===== config.mk =====
export PLATFORM = sky130hd
export DESIGN_NAME = bitslice_match
export DESIGN_NICKNAME = d
export VERILOG_FILES = /design/src/rtl/bsm_pkg.sv /design/src/rtl/bsm_sync.sv /design/src/rtl/bsm_regs.sv /design/src/rtl/bsm_slice.sv /design/src/rtl/bitslice_match.sv
export SDC_FILE = /design/constraint.sdc
export NUM_CORES = 1
export LEC_CHECK = 0
export BUFFER_PORTS_ARGS = -buffer_cell sky130_fd_sc_hd__buf_2
export CAP_MARGIN = 15
export CORE_MARGIN = 1
export CORE_UTILIZATION = 50
export CTS_CLUSTER_SIZE = 30
export DETAILED_ROUTE_END_ITERATION = 10
export PLACE_DENSITY = 0.79
export RECOVER_POWER = 25
export SLEW_MARGIN = 5
export SYNTH_ARGS = -nofsm -noshare
export SYNTH_HDL_FRONTEND = slang
export SYNTH_HIERARCHICAL = 1
export SYNTH_SLANG_ARGS = --single-unit

===== constraint.sdc =====
create_clock -name clk -period 2.5 [get_ports clk]
set_input_delay 0.375 -clock clk [delete_from_list [all_inputs] [get_ports clk]]
set_output_delay 0.375 -clock clk [all_outputs]
set_load 0.1 [all_outputs]

===== src/rtl/bsm_pkg.sv =====
`timescale 1ns/1ps
package bsm_pkg;
    localparam int COND_W = 3;

    typedef enum logic [COND_W-1:0] {
        C_ONE    = 3'd0,
        C_RISE   = 3'd1,
        C_FALL   = 3'd2,
        C_EITHER = 3'd3,
        C_HIGH   = 3'd4,
        C_LOW    = 3'd5,
        C_NONE   = 3'd6,
        C_EVENT  = 3'd7
    } cond_e;
endpackage


===== src/rtl/bsm_sync.sv =====
`timescale 1ns/1ps
// Two-flop synchronizer followed by one history stage for edge detection.
module bsm_sync #(
    parameter int NUM_INPUTS = 8
) (
    input  logic                  clk,
    input  logic                  rst_n,
    input  logic [NUM_INPUTS-1:0] pin_in,
    output logic [NUM_INPUTS-1:0] lvl_v,
    output logic [NUM_INPUTS-1:0] rise_v,
    output logic [NUM_INPUTS-1:0] fall_v
);
    logic [NUM_INPUTS-1:0] meta_q;
    logic [NUM_INPUTS-1:0] sync_q;
    logic [NUM_INPUTS-1:0] hist_q;

    always_ff @(posedge clk or negedge rst_n) begin
        if (!rst_n) begin
            meta_q <= '0;
            sync_q <= '0;
            hist_q <= '0;
        end else begin
            meta_q <= pin_in;
            sync_q <= meta_q;
            hist_q <= sync_q;
        end
    end

    always_comb begin
        lvl_v  = sync_q;
        rise_v = sync_q & ~hist_q;
        fall_v = ~sync_q & hist_q;
    end
endmodule


===== src/rtl/bsm_regs.sv =====
`timescale 1ns/1ps
// Source-select and condition-configuration words.
module bsm_regs #(
    parameter int NUM_SLICES = 8,
    parameter int SEL_W      = 3,
    parameter int CFG_BASE   = 8,
    localparam int COND_W    = bsm_pkg::COND_W,
    localparam int SRC_W     = NUM_SLICES * SEL_W,
    localparam int CODE_W    = NUM_SLICES * COND_W,
    localparam int DATA_W    = CFG_BASE + CODE_W
) (
    input  logic              clk,
    input  logic              rst_n,
    input  logic              wr_en,
    input  logic              wr_sel,
    input  logic [DATA_W-1:0] wr_data,
    output logic [SRC_W-1:0]  src_q,
    output logic [CODE_W-1:0] cfg_q,
    output logic              clr
);
    always_ff @(posedge clk or negedge rst_n) begin
        if (!rst_n) begin
            src_q <= '0;
            cfg_q <= '0;
        end else if (wr_en) begin
            if (wr_sel) begin
                cfg_q <= wr_data[DATA_W-1:CFG_BASE];
            end else begin
                src_q <= wr_data[SRC_W-1:0];
            end
        end
    end

    assign clr = wr_en;
endmodule


===== src/rtl/bsm_slice.sv =====
`timescale 1ns/1ps
// One bit slice: pin selection, edge memory (CLEAR/SEEN) and condition decode.
module bsm_slice
    import bsm_pkg::*;
#(
    parameter int NUM_INPUTS = 8,
    parameter int SEL_W      = 3
) (
    input  logic                  clk,
    input  logic                  rst_n,
    input  logic                  clr,
    input  cond_e                 code,
    input  logic [SEL_W-1:0]      sel,
    input  logic [NUM_INPUTS-1:0] lvl_v,
    input  logic [NUM_INPUTS-1:0] rise_v,
    input  logic [NUM_INPUTS-1:0] fall_v,
    output logic                  res,
    output logic [1:0]            seen
);
    logic lvl;
    logic rise;
    logic fall;
    logic seen_rise_q;
    logic seen_fall_q;

    always_comb begin
        lvl  = lvl_v[sel];
        rise = rise_v[sel];
        fall = fall_v[sel];
    end

    // Edge memory: a write wins over an edge arriving in the same cycle.
    always_ff @(posedge clk or negedge rst_n) begin
        if (!rst_n) begin
            seen_rise_q <= 1'b0;
            seen_fall_q <= 1'b0;
        end else if (clr) begin
            seen_rise_q <= 1'b0;
            seen_fall_q <= 1'b0;
        end else begin
            seen_rise_q <= seen_rise_q | rise;
            seen_fall_q <= seen_fall_q | fall;
        end
    end

    always_comb begin
        res = 1'b0;
        unique case (code)
            C_ONE:    res = 1'b1;
            C_RISE:   res = seen_rise_q;
            C_FALL:   res = seen_fall_q;
            C_EITHER: res = seen_rise_q | seen_fall_q;
            C_HIGH:   res = lvl;
            C_LOW:    res = ~lvl;
            C_NONE:   res = 1'b0;
            C_EVENT:  res = rise | fall;
        endcase
    end

    assign seen = {seen_fall_q, seen_rise_q};
endmodule


===== src/rtl/bitslice_match.sv =====
`timescale 1ns/1ps
module bitslice_match
    import bsm_pkg::*;
#(
    parameter int NUM_SLICES = 8,
    parameter int NUM_INPUTS = 8,
    parameter int CFG_BASE   = 8,
    localparam int SEL_W     = $clog2(NUM_INPUTS),
    localparam int SRC_W     = NUM_SLICES * SEL_W,
    localparam int CODE_W    = NUM_SLICES * COND_W,
    localparam int DATA_W    = CFG_BASE + CODE_W
) (
    input  logic                  clk,
    input  logic                  rst_n,
    input  logic                  wr_en,
    input  logic                  wr_sel,
    input  logic [DATA_W-1:0]     wr_data,
    input  logic [NUM_INPUTS-1:0] pin_in,
    output logic                  match_out
);
    logic [NUM_INPUTS-1:0]   lvl_v;
    logic [NUM_INPUTS-1:0]   rise_v;
    logic [NUM_INPUTS-1:0]   fall_v;
    logic [SRC_W-1:0]        src_q;
    logic [CODE_W-1:0]       cfg_q;
    logic                    clr;
    logic [NUM_SLICES-1:0]   slice_res;
    logic [2*NUM_SLICES-1:0] seen_all;
    logic                    match_q;

    bsm_sync #(.NUM_INPUTS(NUM_INPUTS)) u_sync (
        .clk    (clk),
        .rst_n  (rst_n),
        .pin_in (pin_in),
        .lvl_v  (lvl_v),
        .rise_v (rise_v),
        .fall_v (fall_v)
    );

    bsm_regs #(
        .NUM_SLICES (NUM_SLICES),
        .SEL_W      (SEL_W),
        .CFG_BASE   (CFG_BASE)
    ) u_regs (
        .clk     (clk),
        .rst_n   (rst_n),
        .wr_en   (wr_en),
        .wr_sel  (wr_sel),
        .wr_data (wr_data),
        .src_q   (src_q),
        .cfg_q   (cfg_q),
        .clr     (clr)
    );

    for (genvar i = 0; i < NUM_SLICES; i++) begin : g_slice
        bsm_slice #(
            .NUM_INPUTS (NUM_INPUTS),
            .SEL_W      (SEL_W)
        ) u_slice (
            .clk    (clk),
            .rst_n  (rst_n),
            .clr    (clr),
            .code   (cond_e'(cfg_q[i*COND_W +: COND_W])),
            .sel    (src_q[i*SEL_W +: SEL_W]),
            .lvl_v  (lvl_v),
            .rise_v (rise_v),
            .fall_v (fall_v),
            .res    (slice_res[i]),
            .seen   (seen_all[2*i +: 2])
        );
    end

    always_ff @(posedge clk or negedge rst_n) begin
        if (!rst_n) begin
            match_q <= 1'b0;
        end else begin
            match_q <= &slice_res;
        end
    end

    assign match_out = match_q;
endmodule


* After elaboration in Yosys (flattened, before gate mapping)
Cells that the tools add are included.
W data, S select, Z words.
** Cells by class
- Magnitude comparators :: 8
- Equal/unequal tests :: 56
- Mux-type cells :: 72
- Bitwise logic cells :: 45
- Reductions and logical operators :: 11
** Operator list (number)
- $eq A3 B3 Y1 const B :: 32
- $bmux W1 S3 :: 24
- $pmux W1 S8 :: 8
- $eq A3 B2 Y1 const B :: 16
- $mux W1 :: 40
- $lt A3 B4 Y1 const B :: 8
- $or A1 B1 Y1 :: 32
- $eq A3 B1 Y1 const B :: 8
- $logic_not A3 Y1 :: 8
- $and A8 B8 Y8 :: 2
- $not A8 Y8 :: 2
- $not A1 Y1 :: 9
- $reduce_and A8 Y1 :: 1
- $reduce_and A2 Y1 :: 2
** Storage, ports and cells
- Register bits after elaboration :: 89
- Input bits :: 44
- Output and inout bits :: 1
- Word-level logic and storage cells :: 214

* Longest topological paths before layout
Gate-level depths: netlist of the first run.
- Depth after elaboration :: 7
- Gate-level depth with buffers :: 7

* Hierarchy
Netlist of the first run, hierarchy kept.
** By module, submodules not included
- bsm_slice :: instances 8, cells an instance 26, area each 321.6 µm², seq. area each 50.0 µm²
- bsm_regs :: instances 1, cells an instance 104, area each 1993.2 µm², seq. area each 1201.2 µm²
- bsm_sync :: instances 1, cells an instance 40, area each 740.7 µm², seq. area each 600.6 µm²
- bitslice_match :: instances 1, cells an instance 4, area each 41.3 µm², seq. area each 25.0 µm²

* Worst setup path after synthesis of the first run
OpenSTA, ideal clock, no wires.
- Path kind :: register to register
- Start point :: register u_sync.sync_q[3] (netlist: u_sync/lvl_v[3])
- End point :: register match_q (netlist: match_out)
- Library setup time :: 0.116 ns
- Data arrival time :: 1.698 ns
- Data required time :: 2.384 ns
- Path slack :: 0.686 ns
- Cell stages (with the launch flop) :: 8
- Path buffers :: 0
- Path through :: dfrtp_1 and2b_2 mux4_1 mux2i_1 and3_1 o2bb2ai_1 nand4_1 nor2_1
** Between the ends
- Longest elaborated chain between the ends :: 7
** Ends and longest elaborated chain
- from (decl) :: RTL line bsm_sync.sv:14 : logic [NUM_INPUTS-1:0] sync_q;
- from (signal assigned) :: RTL line bsm_sync.sv:24 : sync_q <= meta_q;
- $not A8 Y8 :: RTL line bsm_sync.sv:32 : fall_v = ~sync_q & hist_q;
- $and A8 B8 Y8 :: RTL line bsm_sync.sv:32
- named net fall_v[3] :: RTL line bitslice_match.sv:23 : logic [NUM_INPUTS-1:0] fall_v;
- $bmux W1 S3 :: RTL line bsm_slice.sv:29 : fall = fall_v[sel];
- $mux W1 (not written as such) :: RTL line bsm_slice.sv:29
- $or A1 B1 Y1 :: RTL line bsm_slice.sv:56 : C_EVENT: res = rise | fall;
- $pmux W1 S8 :: RTL line bsm_slice.sv:48 : unique case (code)
- named net slice_res[3] :: RTL line bitslice_match.sv:27 : logic [NUM_SLICES-1:0] slice_res;
- $reduce_and A8 Y1 :: RTL line bitslice_match.sv:77 : match_q <= &slice_res;
- to (signal assigned) :: RTL line bitslice_match.sv:77
- to (decl) :: RTL line bitslice_match.sv:29 : logic match_q;
The timed path passes the listed nets, and every way through them passes these cells. The select of a mux whose other input is x is not followed.
A chain may end at the register's enable or synchronous reset.

* Worst setup path in the final report of the first run
- Start point :: register u_sync.sync_q[3] (netlist: u_sync/lvl_v[3])
- End point :: register match_q (netlist: match_out)
** RTL lines
- $and A8 B8 Y8 :: RTL line bsm_sync.sv:31 : rise_v = sync_q & ~hist_q;
- named net rise_v[3] :: RTL line bitslice_match.sv:22 : logic [NUM_INPUTS-1:0] rise_v;
- $bmux W1 S3 :: RTL line bsm_slice.sv:28 : rise = rise_v[sel];
- $mux W1 (not written as such) :: RTL line bsm_slice.sv:28
- $or A1 B1 Y1 :: RTL line bsm_slice.sv:56
- $pmux W1 S8 :: RTL line bsm_slice.sv:48
- named net slice_res[0] :: RTL line bitslice_match.sv:27
- $reduce_and A8 Y1 :: RTL line bitslice_match.sv:77
The timed path passes the listed nets, and every way through them passes these cells. The select of a mux whose other input is x is not followed.

==> results of run 1 <==
==> flip-flops by register name, summed over array words and instances, names as in the netlist <==
register	cells
u_regs/cfg_q	24
match_out	1
u_sync/lvl_v	8
u_sync/meta_q	8
g_slice.u_slice/seen_rise_q	8
u_regs/src_q	24
g_slice.u_slice/seen_fall_q	8
u_sync/hist_q	8
==> through the flow <==
step	hold slack (ns)	utilization [%]	std cells	instance area, um^2	power, uW
after floorplan	0.0794	-	340	5230	2580
after global placement	0.269	55.4	509	5520	2800
after detailed placement	0.274	55.4	509	5520	2830
after CTS	0.0755	57.9	526	5770	4020
after global routing	0.0620	57.8	526	5750	4170
final	0.0907	57.8	526	5750	4000
==> cell type report <==
type,count,area (um^2),area share (%)
multi-input cells,221,2770,48.1
inverters,16,60.1,1.04
clock inverters,7,118,2.04
well taps,133,166,2.89
repair buffers,51,290,5.05
clock buffers,9,124,2.15
flip-flops and latches,89,2230,38.7
==> power breakdown <==
part	switching, uW	internal [uW]
clock	522	665
combinational	328	565
sequential	302	1610
==> cell usage in the layout (no fill, tap or decap), drive strengths merged, types with 2 or more instances in the layout <==
cell and instances:
a21oi 16, mux2 48, mux4 40, a22oi 8, and3 8, inv 17, dfrtp 89, bufinv 3
mux2i 48, o22ai 8, clkinv 3, o211ai 8, nand4 2, o2bb2ai 8, nand2 9, clkbuf 13
buf 46, and2b 16
==> final timing paths <==
| path | cells past startpoint | to | from |
|---|---|---|---|
| worst max-delay path | 7 | match_out$_DFF_PN0_ | u_sync/lvl_v[3]$_DFF_PN0_ |
| worst min-delay path | 1 | u_sync/meta_q[5]$_DFF_PN0_ | pin_in[5] |
| worst max register to register | 7 | match_out$_DFF_PN0_ | u_sync/lvl_v[3]$_DFF_PN0_ |
| worst min register to register | 0 | u_sync/lvl_v[1]$_DFF_PN0_ | u_sync/meta_q[1]$_DFF_PN0_ |
| max in group asynchronous | 3 | u_regs/cfg_q[11]$_DFFE_PN0P_ | rst_n |
| min in group asynchronous | 2 | u_regs/cfg_q[23]$_DFFE_PN0P_ | rst_n |
==> per-layer routing <==
metal  vias up  routed length [um]  GRT usage (%)
li1       1442                   -              -
met1      1666                4890           28.2
met2       102                5400           35.3
met3        24                 677           7.89
met4         0                 307           9.80
met5         -                   0              0
==> out/qor.yml, run 1 <==
status: "completed"
path_delay_family: "multiplexers"
nFillCells: 792
fin_worst_skew_ns: 0.00752
via_per_inst: 6.15
syn2layout_area_growth_pct: 10.0
worstSetupPathType: "reg2reg"
preCtsSetupSlack_ns: 0.313
wl_um: 11300
rsz0062_at_grt: "false"
cp.required_ns: 2.78
end_kind: "flop"
hold_path_class: "in2reg"
coreArea_um2: 9950
worst_setup_path_start_kind: "flop"
die_y_um: 104
cpPeakStageDelay_ns: 0.53
drv_slew: 0
chipWidth_um: 104
cts.sinks: 89
cellPowerDensity_nw_per_um2: 695
synth_area_um2: 5230
start_util_pct: 52.5
finalHoldViolCount: 0
post-dp-hpwl_um: 8210
drive_above_1_share_pct: 34.4
cts_buffers: 9
rows: 36
peakVddDrop_mv: 0.536
cap_violations: 0
cts_tree: "yes"
critPathMaxFanout: 11
max_freq_mhz: 442
fin_crit_sh_pct: 90.4
gp_congestion: 0.880
grt_pass1_wl_um: 18200
netlist_instances: 340
pin_count: 45
synth_area_per_cell_um2: 15.4
path_cells: "and2b_2 -> mux4_1 -> mux2i_1 -> and3_1 -> o2bb2ai_1 -> nand4_1 -> nor2_1"
grt_max_degree: 49
grt.total_usage_pct: 22.5
period_minus_slack_ns: 2.26
first_pass_iters: 4
clock_latency_ns: 0.38
setup_violations: 0
postCtsSetupBuffers: 0
post-route-drc-count: 0
arrival_ns: 2.54
worst_slew_pin_slew_ns: 1.15
path_clk_slew_ns: 0.08
ys_warn_count: 6
clockBufferDepth: 2
cts_hold_buf: 1
fin_ws_ns: 0.240
synth_nets: 384
worst-path-buf-inv: 0
num-nets-final: 432
antenna_left: 0
drt_iter0_markers: 287
num_vias: 3234
diodes: 0
slew_headroom_pct: 23.4
grt_pass1_vias: 3397
root_buffer: "clkbuf_8"
die_area_um2: 10900
wl_per_cell_um: 21.4
h-tree-depth: 3
antenna_found_initial: 0
postCtsResizedCells: 0
io_buffers: 44
slowest_stage: "mux4_1"
finalSetupTns_ns: 0
p_leak_uw: 0.00272
rrSetupSlack_ns: 0.24
overflow: 0
(Power assumes the default switching activity.)
==> inputs of run 2 (changes only) <==
--- a/config.mk
+++ b/config.mk
@@ -8,6 +8,8 @@
 export BUFFER_PORTS_ARGS = -buffer_cell sky130_fd_sc_hd__buf_2
 export CAP_MARGIN = 15
+export CORE_ASPECT_RATIO = 0.7
 export CORE_MARGIN = 1
 export CORE_UTILIZATION = 50
+export CTS_BUF_LIST = sky130_fd_sc_hd__clkbuf_8
 export CTS_CLUSTER_SIZE = 30
 export DETAILED_ROUTE_END_ITERATION = 10
==> constraint.sdc (replaced) <==
create_clock -name clk -period 2.5 [get_ports clk]
set_input_delay 0 -clock clk [delete_from_list [all_inputs] [get_ports clk]]
set_output_delay 0 -clock clk [all_outputs]
set_load 0.1 [all_outputs]
==> run 2 against run 1 <==
Routed wire length grew 6.8%. Sequential cell count stayed put. Critical path depth did not move. Design area up 6.5%. Via count grew 4.5%. Global-route usage grew 1.5 points.
==> out/qor.yml, run 2 (synthesis results as in run 1) <==
status: "completed"
slew_headroom_pct: 31.5  # +8.1 points
rsz0062_at_grt: "false"
end_kind: "flop"
worst_slew_pin_slew_ns: 1.03  # -0.122 ns
reg_top3: "u_regs/cfg_q: 24 flops, u_regs/src_q: 24 flops"
cap_violations: 0  # unchanged
setup_violations: 0  # unchanged
critPathMaxFanout: 11  # unchanged
cts_hold_buf: 41  # +40
num-nets-final: 472  # +9.3%
switchingPower_uw: 1180  # +2.1%
first_pass_iters: 4  # unchanged
cts_tree: "yes"
slowest_stage: "dfrtp_1"
combPwrFrac_pct: 24.1  # +1.7 points
via_per_inst: 6.02  # -2.0%
max_freq_mhz: 441  # -0.41%
gp_congestion: 0.961  # +9.3%
multiInputGateArea_um2: 2770  # about the same
peakVddDrop_mv: 0.333  # -38%
die_y_um: 87.6  # -16%
wl_um: 12000  # +6.8%
path_delay_family: "multiplexers"
design_area_um2: 6120  # +6.5%
final_cell_mix: "89 x dfrtp_1, 48 x mux2i_1, 43 x buf_2"
arrival_ns: 2.54  # about the same
cts.sinks: 89  # unchanged
post-route-drc-count: 0  # unchanged
antenna_found_initial: 0  # unchanged
period_minus_slack_ns: 2.27  # +0.00919 ns
finalHoldViolCount: 0  # unchanged
io_buffers: 44  # unchanged
coreArea_um2: 9910  # -0.45%
layout_commonest_cell: "dfrtp_1"
worstSetupPathType: "reg2reg"
wl_per_cell_um: 21.5  # +0.15%
pin_count: 45  # unchanged
worst_setup_path_start_kind: "flop"
h-tree-depth: 3  # unchanged
switching_share_pct: 29.7  # +0.88 points
clockBufferDepth: 2  # unchanged
start_util_pct: 52.8  # +0.24 points
nFillCells: 776  # -2.0%
clock_latency_ns: 0.38  # about the same
drv_slew: 0  # unchanged
post-dp-hpwl_um: 8520  # +3.8%
cellPowerDensity_nw_per_um2: 647  # -6.9%
hold_depth: 2  # +1
root_buffer: "clkbuf_8"
placed_area_um2: 5500  # -0.34%
grt_pass1_vias: 3515  # +3.5%
postCtsSetupBuffers: 0  # unchanged
cp.required_ns: 2.78  # about the same
worst-path-buf-inv: 0  # unchanged
p_clk_share_pct: 27.4  # -2.3 points
rrSetupSlack_ns: 0.23  # about the same
die_area_um2: 10900  # about the same
path_clk_slew_ns: 0.09  # about the same
finalSetupTns_ns: 0  # unchanged
grt_pass1_wl_um: 19400  # +6.7%
grt.total_usage_pct: 24.0  # +1.5 points
drive_above_1_share_pct: 32.1  # -2.2 points
postCtsResizedCells: 0  # unchanged
cts_buffers: 9  # unchanged
fin_worst_skew_ns: 0.00799  # +0.000468 ns
grt_max_degree: 41  # -16%
antenna_left: 0  # unchanged
hold_slack_ns: 0.0357  # -0.0550 ns
overflow: 0  # unchanged
rows: 30  # -17%
pwr-share-seq_pct: 48.5  # +0.5 points
cp.depth: 7  # unchanged
ff_latch_area_um2: 2230  # unchanged
diodes: 0  # unchanged
num_vias: 3380  # +4.5%
rr_worst_depth: 7  # unchanged
cpPeakStageDelay_ns: 0.55  # +0.02 ns
p_leak_uw: 0.00288  # +5.7%
syn2layout_area_growth_pct: 17.1
drt_iter0_markers: 198  # -31%
hold_path_class: "in2reg"
fin_crit_sh_pct: 90.8  # +0.37 points
chipWidth_um: 124  # +19%
path_cells: "and2b_2 -> mux4_1 -> mux2i_1 -> and3_1 -> o2bb2ai_1 -> nand4_1 -> nor2_1"
p_int_uw: 2780  # -2.1%
run 2: area by class of cell:
cell class | count | share of cell area (%)
Clock buffer | 9 | 2.02
Inverter | 16 | 0.981
Multi-Input combinational cell | 221 | 45.2
Sequential cell | 89 | 36.4
Tap cell | 128 | 2.62
Timing Repair Buffer | 91 | 11.2
Clock inverter | 7 | 1.55
run 2: through the flow:
| stage | power (uW) | instances | worst slack [ns] | util (%) |
|---|---|---|---|---|
| finish | 3960 | 561 | 0.230 | 61.8 |
| global route | 4140 | 561 | 0.100 | 61.8 |
| CTS | 3980 | 561 | 0.265 | 61.8 |
| detailed placement | 2840 | 504 | 0.308 | 55.5 |
| global placement | 2800 | 504 | 0.350 | 55.5 |
| floorplan | 2580 | 340 | 0.686 | - |
run 2: final timing paths:
kind / to / start
worst max-delay path: match_out$_DFF_PN0_ / u_sync/lvl_v[1]$_DFF_PN0_
min in group asynchronous: u_regs/cfg_q[18]$_DFFE_PN0P_ / rst_n
worst min register to register: u_sync/lvl_v[5]$_DFF_PN0_ / u_sync/meta_q[5]$_DFF_PN0_
worst max register to register: match_out$_DFF_PN0_ / u_sync/lvl_v[1]$_DFF_PN0_
worst min-delay path: g_slice[5].u_slice/seen_rise_q$_DFF_PN0_ / wr_en
max in group asynchronous: u_regs/src_q[7]$_DFFE_PN0P_ / rst_n
run 2: power by group through the flow:
stage | Combinational, uW | Sequential (uW) | Clock [uW]
after floorplan | 787 | 1790 | 0
after global placement | 877 | 1930 | 0
after detailed placement | 901 | 1940 | 0
after CTS | 953 | 1910 | 1110
after global routing | 1030 | 1950 | 1160
final | 956 | 1920 | 1080
run 2: per-layer routing:
metal	global-route usage [%]	vias to the layer above	share of wire, %
met1	32.2	1719	45
met4	7.45	0	1.5
li1	-	1517	-
met5	0	-	0
met2	37.5	129	45
met3	8.06	15	8.4
